<file path="config.mk">
export PLATFORM = sky130hd
export DESIGN_NAME = wdt_strobe_monitor
export DESIGN_NICKNAME = d
export VERILOG_FILES = /design/src/rtl/wdt_pkg.sv /design/src/rtl/wdt_prescale.sv /design/src/rtl/wdt_edge_catch.sv /design/src/rtl/wdt_quiet_count.sv /design/src/rtl/wdt_strobe_monitor.sv
export SDC_FILE = /design/constraint.sdc
export NUM_CORES = 1
export LEC_CHECK = 0
export BUFFER_PORTS_ARGS = -buffer_cell sky130_fd_sc_hd__buf_2
export CAP_MARGIN = 20
export CELL_PAD_IN_SITES_DETAIL_PLACEMENT = 1
export CELL_PAD_IN_SITES_GLOBAL_PLACEMENT = 2
export CORE_AREA = 2 2 39 41
export DETAILED_ROUTE_END_ITERATION = 8
export DIE_AREA = 0 0 41 43
export PLACE_DENSITY = 0.77
export SKIP_CTS_REPAIR_TIMING = 1
export SYNTH_ARGS = -nofsm -noshare
export SYNTH_HDL_FRONTEND = slang
export SYNTH_SLANG_ARGS = --single-unit
</file>
<file path="constraint.sdc">
create_clock -name clk -period 2.25 [get_ports clk]
set_input_delay 0.3375 -clock clk [delete_from_list [all_inputs] [get_ports clk]]
set_output_delay 0.3375 -clock clk [all_outputs]
set_load 0.1 [all_outputs]
</file>
<file path="src/rtl/wdt_pkg.sv">
package wdt_pkg;

    // Control bundle passed from the front end to the counter
    typedef struct packed {
        logic hold;   // system reset or floating pin
        logic tick;   // prescaler period boundary
        logic seen;   // activity pending for this tick
    } wd_ctl_t;

    typedef enum logic [2:0] {
        OP_IDLE  = 3'd0,
        OP_HOLD  = 3'd1,
        OP_CLEAR = 3'd2,
        OP_STEP  = 3'd3,
        OP_FIRE  = 3'd4
    } wd_op_e;

    function automatic int unsigned width_of(input int unsigned n);
        return (n > 1) ? $clog2(n) : 1;
    endfunction

    function automatic wd_op_e pick_op(input wd_ctl_t c, input logic at_last);
        if (c.hold)       return OP_HOLD;
        else if (!c.tick) return OP_IDLE;
        else if (c.seen)  return OP_CLEAR;
        else if (at_last) return OP_FIRE;
        else              return OP_STEP;
    endfunction

endpackage

</file>
<file path="src/rtl/wdt_prescale.sv">
module wdt_prescale #(
    parameter int unsigned TICK_DIV = 4
) (
    input  logic clk,
    input  logic rst,
    input  logic hold_i,
    output logic tick_o
);
    localparam int unsigned PW = wdt_pkg::width_of(TICK_DIV);

    generate
        if (TICK_DIV > 1) begin : g_div
            localparam logic [PW-1:0] PRE_LAST = PW'(TICK_DIV - 1);
            logic [PW-1:0] pre_q;

            always_ff @(posedge clk) begin
                if (rst || hold_i)          pre_q <= '0;
                else if (pre_q == PRE_LAST) pre_q <= '0;
                else                        pre_q <= pre_q + 1'b1;
            end

            assign tick_o = !hold_i && (pre_q == PRE_LAST);

            AST_TICK_SPACED: assert property (@(posedge clk) disable iff (rst)
                tick_o |=> !tick_o) else $error("tick repeated");
        end else begin : g_nodiv
            logic unused_ok;
            assign unused_ok = clk ^ rst;
            assign tick_o = !hold_i;
        end
    endgenerate

endmodule

</file>
<file path="src/rtl/wdt_edge_catch.sv">
module wdt_edge_catch (
    input  logic clk,
    input  logic rst,
    input  logic strobe_i,
    input  logic hold_i,
    input  logic tick_i,
    output logic seen_o
);
    logic last_q;
    logic act_q;
    logic edge_now;

    assign edge_now = strobe_i ^ last_q;

    always_ff @(posedge clk) begin
        if (rst) last_q <= 1'b0;
        else     last_q <= strobe_i;
    end

    // latch any edge until the next tick consumes it
    always_ff @(posedge clk) begin
        if (rst || hold_i || tick_i) act_q <= 1'b0;
        else if (edge_now)           act_q <= 1'b1;
    end

    assign seen_o = act_q | edge_now;

    AST_EDGE_LATCHED: assert property (@(posedge clk) disable iff (rst)
        (edge_now && !tick_i && !hold_i) |=> seen_o) else $error("edge lost");

endmodule

</file>
<file path="src/rtl/wdt_quiet_count.sv">
module wdt_quiet_count
    import wdt_pkg::*;
#(
    parameter int unsigned TIMEOUT_TICKS = 10
) (
    input  logic    clk,
    input  logic    rst,
    input  wd_ctl_t ctl_i,
    output logic    expire_o
);
    localparam int unsigned CW = width_of(TIMEOUT_TICKS);
    localparam logic [CW-1:0] CNT_LAST = CW'(TIMEOUT_TICKS - 1);

    logic [CW-1:0] cnt_q;
    logic          exp_q;
    wd_op_e        op;

    always_comb op = pick_op(ctl_i, cnt_q == CNT_LAST);

    always_ff @(posedge clk) begin
        if (rst) begin
            cnt_q <= '0;
            exp_q <= 1'b0;
        end else begin
            exp_q <= (op == OP_FIRE);
            case (op)
                OP_HOLD, OP_CLEAR, OP_FIRE: cnt_q <= '0;
                OP_STEP:                    cnt_q <= cnt_q + 1'b1;
                default:                    cnt_q <= cnt_q;
            endcase
        end
    end

    assign expire_o = exp_q;

    AST_NO_OVERFLOW: assert property (@(posedge clk) disable iff (rst)
        cnt_q <= CNT_LAST) else $error("count overflow");
    AST_HOLD_CLEARS: assert property (@(posedge clk) disable iff (rst)
        ctl_i.hold |=> (cnt_q == '0) && !exp_q) else $error("hold leak");
    AST_SEEN_RESTARTS: assert property (@(posedge clk) disable iff (rst)
        (ctl_i.tick && ctl_i.seen && !ctl_i.hold) |=> (cnt_q == '0) && !exp_q)
        else $error("activity ignored");

endmodule

</file>
<file path="src/rtl/wdt_strobe_monitor.sv">
module wdt_strobe_monitor
    import wdt_pkg::*;
#(
    parameter int unsigned TICK_DIV      = 4,
    parameter int unsigned TIMEOUT_TICKS = 10
) (
    input  logic clk,
    input  logic rst,
    input  logic wd_strobe,
    input  logic strobe_float,
    input  logic sys_reset_active,
    output logic wd_expire
);
    wd_ctl_t ctl;
    logic    tick;
    logic    seen;
    logic    hold;

    assign hold = sys_reset_active | strobe_float;

    wdt_prescale #(.TICK_DIV(TICK_DIV)) u_pre (
        .clk(clk), .rst(rst), .hold_i(hold), .tick_o(tick)
    );

    wdt_edge_catch u_edge (
        .clk(clk), .rst(rst), .strobe_i(wd_strobe),
        .hold_i(hold), .tick_i(tick), .seen_o(seen)
    );

    always_comb begin
        ctl.hold = hold;
        ctl.tick = tick;
        ctl.seen = seen;
    end

    wdt_quiet_count #(.TIMEOUT_TICKS(TIMEOUT_TICKS)) u_cnt (
        .clk(clk), .rst(rst), .ctl_i(ctl), .expire_o(wd_expire)
    );

    AST_ONE_SHOT: assert property (@(posedge clk) disable iff (rst)
        wd_expire |=> !wd_expire) else $error("expiry too long");
    AST_SYSRST_BLOCKS: assert property (@(posedge clk) disable iff (rst)
        sys_reset_active |=> !wd_expire) else $error("expiry in reset");
    AST_FLOAT_BLOCKS: assert property (@(posedge clk) disable iff (rst)
        strobe_float |=> !wd_expire) else $error("expiry while floating");

endmodule

</file>
---- Word-level counts from Yosys, hierarchy flattened ----
Cells that the tools add are included.
operators by class
  div/mod/pow operators ................... 0
  $mul .................................... 0
  eq/ne operators ......................... 6
  bitwise logic cells ..................... 3
  mux-type cells .......................... 5
  magnitude comparators ................... 0
  add/subtract/negate cells ............... 2
  shift-type cells ........................ 0
  reduce and logical (&&, ||, !) cells .... 7
operator list
  kind                                                             count
  3-bit two-way mux                                                4
  4-bit case mux with 2 select lines                               1
  3-bit by 2-bit == test with 1-bit output, second input constant  2
  4-bit by 1-bit adder with 4-bit output, second input constant    1
  4-bit == test, second input constant                             1
  3-bit by 1-bit == test with 1-bit output, second input constant  1
  3-bit == test, second input constant                             1
  3-bit OR reduction                                               1
  2-bit by 1-bit adder with 2-bit output, second input constant    1
  2-bit == test, second input constant                             1
  1-bit logical OR                                                 2
  1-bit OR                                                         2
  2-bit nonzero test                                               1
  2-bit OR reduction                                               1
  1-bit logical AND                                                1
  1-bit zero test                                                  1
  1-bit bitwise XOR                                                1
word-level totals
  bits of input ports ..................... 5
  memory bits (writable) .................. 0
  bits in registers ....................... 9
  memories kept ........................... 0
  bits in latches ......................... 0
  memory bits (read-only) ................. 0

---- Logic depth before layout (Yosys ltp) ----
  word-level depth ........................ 8
  mapped depth ............................ 6
  depth with buffers taken out ............ 6

---- Hierarchy ----
A second synthesis with hierarchy kept.
second synthesis, totals
  cell total of the unflattened synthesis .. 42
  area total of the unflattened synthesis .. 422.9 µm²
by module, submodules not included
  module              area an instance (µm²)  cells each  sequential area each (µm²)  times used
  wdt_quiet_count     252.7                   28          100.1                       1
  wdt_prescale        86.3                    6           40.0                        1
  wdt_edge_catch      77.6                    7           40.0                        1
  wdt_strobe_monitor  6.3                     1           0.0                         1

---- Least setup slack after synthesis ----
No wires, ideal clock.
  path type ............................... input to register
  start ................................... in rst
  end ..................................... reg u_cnt.cnt_q[0]
  arrival time ............................ 1.240 ns
  setup time .............................. 0.087 ns
  data required time ...................... 2.163 ns
  buffers on the path ..................... 1
  path slack .............................. 0.923 ns
  stages on the path ...................... 4
  path through ............................ or3_1 -> buf_6 -> or3b_1 -> o31ai_1
RTL lines
  item                  line                     RTL
  start, declared       wdt_strobe_monitor.sv:8  input logic rst,
  end signal, assigned  wdt_quiet_count.sv:28    OP_STEP: cnt_q <= cnt_q + 1'b1;
  end signal, assigned  wdt_quiet_count.sv:29    default: cnt_q <= cnt_q;
  end, declared         wdt_quiet_count.sv:14    logic [CW-1:0] cnt_q;

---- Worst setup path after layout ----
  start ................................... reg u_cnt.exp_q (netlist: u_cnt.expire_o)
  end ..................................... out wd_expire
RTL lines
  item                    line                      RTL
  start, declared         wdt_quiet_count.sv:15     logic exp_q;
  start signal, assigned  wdt_quiet_count.sv:25     exp_q <= (op == OP_FIRE);
  end, declared           wdt_strobe_monitor.sv:12  output logic wd_expire
No word-level cell between the ends.

==> impl_metrics.tcl <==
set metrics [dict create \
    run_status "complete, no violations" \
    synth_flop_cell "dfxtp_1" \
    synthesis.area_um2 404 \
    grt_max_degree 11 \
    grt_pass1_wl_um 1260 \
    leakage_nw 0.180 \
    path_clk_slew_ns 0.06 \
    grt.overflow.total 0 \
    worstPathRequired_ns 1.91 \
    avgSynthCellArea_um2 9.86 \
    r2r_slack_ns 0.98 \
    synthTopCellsByArea "dfxtp_1 45%, ha_1 9.3%, o31ai_1 5.6%" \
    ys_types 21 \
    io_pins 6 \
    coreArea_mm2 0.00138 \
    drc 0 \
    wl_met1_um 374 \
    clkSinkCount 9 \
    grt_antenna_before_repair 0 \
    min_period_ns 1.31 \
    dr.pass1.iters 2 \
    p_per_area_mw_per_mm2 658 \
    cts_inserted_buffers 3 \
    arrival_ns 0.97 \
    yosysTopAreaCell "dfxtp_1" \
    clk_path_buf_depth 2 \
    fin_crit_sh_pct 58.2 \
    vias 321 \
    areaGrowthSynthToFinish_pct 13.0 \
    start_util_pct 29.2 \
    tns_ns 0 \
    routed_via_density 5.02 \
    top_layer "met4" \
    worst_pin_slew_ns 0.484 \
    crit_type "reg -> out" \
    fmax_mhz 764 \
    synth_edf_count 0 \
    vdd_drop_max_v 0.000316 \
    place_ws_ns 0.726 \
    finalSetupViolations 0 \
    htree_levels 1 \
    async_flop_share_pct 0 \
    wl_um 718 \
    placed_cells 60 \
    cts_tree "done" \
    rows 14 \
    ys_warn_count 0 \
    drtIter0Drc 2 \
    yosysMostFrequentCell "dfxtp_1" \
    wl_met3_um 25 \
    worstPathCellList "buf_2" \
    synth_commonest_cells "9 x dfxtp_1, 3 x ha_1, 3 x nor3_1, 3 x o31ai_1" \
    place_congestion 0.647 \
    fin_skew_ns 0.000863 \
    wl_met2_um 298 \
    ys_seq_elements 9 \
    maxCapViolations 0 \
    syn_nets 49 \
    cp_max_fo 1 \
    ant_nets 0 \
    ys_seq_area_share_pct 44.6 \
    slowest_stage "buf_2" \
    die_area_mm2 0.00176 \
    crit_path_end_kind "primary output" \
    drive_above_1_share_pct 20.8 \
    syn_inst 41 \
    num-nets-final 57 \
    cts-root-buf "clkbuf_4" \
    first_global_vias 295 \
    max_stage_delay_ns 0.41 \
    cp_top_family "buffers and inverters" \
    maxSlewViolCount 0 \
    die_y_um 43 \
    maxSlewHeadroom_pct 67.9 \
    rsz0062_at_grt "no" \
    io_buffers 5 \
    insertion_delay_ns 0.26 \
    layout.cells.non_filler 64 \
    start_kind "flip-flop" \
    diodes 0 \
    detail_route.wl_per_cell_um 11.2 \
    hp-class "in -> reg" \
    die_x_um 41 \
    setup_ws_ns 0.941 \
    hold_viol 0 \
    grt_use_total_pct 10.9 \
    worst-path-buf-inv 1 \
    synthDominantCellAreaShare_pct 44.6 \
]
where the power goes:
group,internal (mW),switching (mW),total [mW],leakage (nW)
combinational,0.00611,0.00673,0.0128,0.0920
clock,0.0683,0.0562,0.125,0.0150
sequential,0.162,0.00132,0.163,0.0730
total,0.236,0.0643,0.301,0.180
registers in the layout, indices dropped and copies added (netlist names):
| register | cells |
|---|---|
| u_cnt.cnt_q | 4 |
| u_cnt.expire_o | 1 |
| u_edge.act_q | 1 |
| u_pre.g_div.pre_q | 2 |
| u_edge.last_q | 1 |
layout by cell type (no fill, tap or decap), types with 2 or more instances in the layout:
cell      count
a21oi_1       2
buf_2         5
clkbuf_4      3
dfxtp_1       9
ha_1          3
nand2_1       2
nand3_1       2
nand3b_1      2
nor2_1        2
nor3_1        3
o31ai_1       3
or3_1         2
path summary, 6_finish.rpt:
| kind | cells past startpoint | endpoint | from |
|---|---|---|---|
| min reg2reg | 1 | u_pre.g_div.pre_q[0]$_SDFF_PP0_ | u_pre.g_div.pre_q[0]$_SDFF_PP0_ |
| max | 1 | wd_expire | u_cnt.expire_o$_SDFF_PP0_ |
| min | 2 | u_edge.last_q$_SDFF_PP0_ | wd_strobe |
| max reg2reg | 4 | u_cnt.cnt_q[2]$_SDFFE_PP0P_ | u_pre.g_div.pre_q[0]$_SDFF_PP0_ |
cell type report:
cell class | count | area, um^2
Multi-Input combinational cell | 29 | 201
Inverter | 1 | 3.75
Tap cell | 16 | 20.0
Fill cell | 170 | 927
Clock buffer | 4 | 26.3
Timing Repair Buffer | 5 | 25.0
Sequential cell | 9 | 180
cells by family (layout without fill, tap and decap cells):
kind of cell,Yosys count,after routing,synth area share (%)
adders and majority gates,3,3,9.29
and+or+nand+nor,19,19,29.1
buffers and inverters,3,10,5.57
AOI/OAI and AO/OA,6,6,9.29
xor gates and xnor gates,1,1,2.17
DFF,9,9,44.6
stage by stage:
step / hold slack, ns / area (um^2) / power (mW) / util [%]
2_1_floorplan: 0.405 / 404 / 0.176 / -
3_3_place_gp: 0.421 / 430 / 0.179 / 31.1
3_5_place_dp: 0.427 / 430 / 0.180 / 31.1
4_1_cts: 0.321 / 457 / 0.305 / 33.0
5_1_grt: 0.333 / 457 / 0.317 / 33.0
6_report: 0.323 / 457 / 0.301 / 33.0
metal layers:
metal | GRT usage, % | up-vias
met5 | 0 | -
li1 | - | 161
met3 | 3.14 | 2
met4 | 8.00 | 0
met2 | 13.1 | 8
met1 | 15.5 | 150
(Power assumes the default switching activity.)
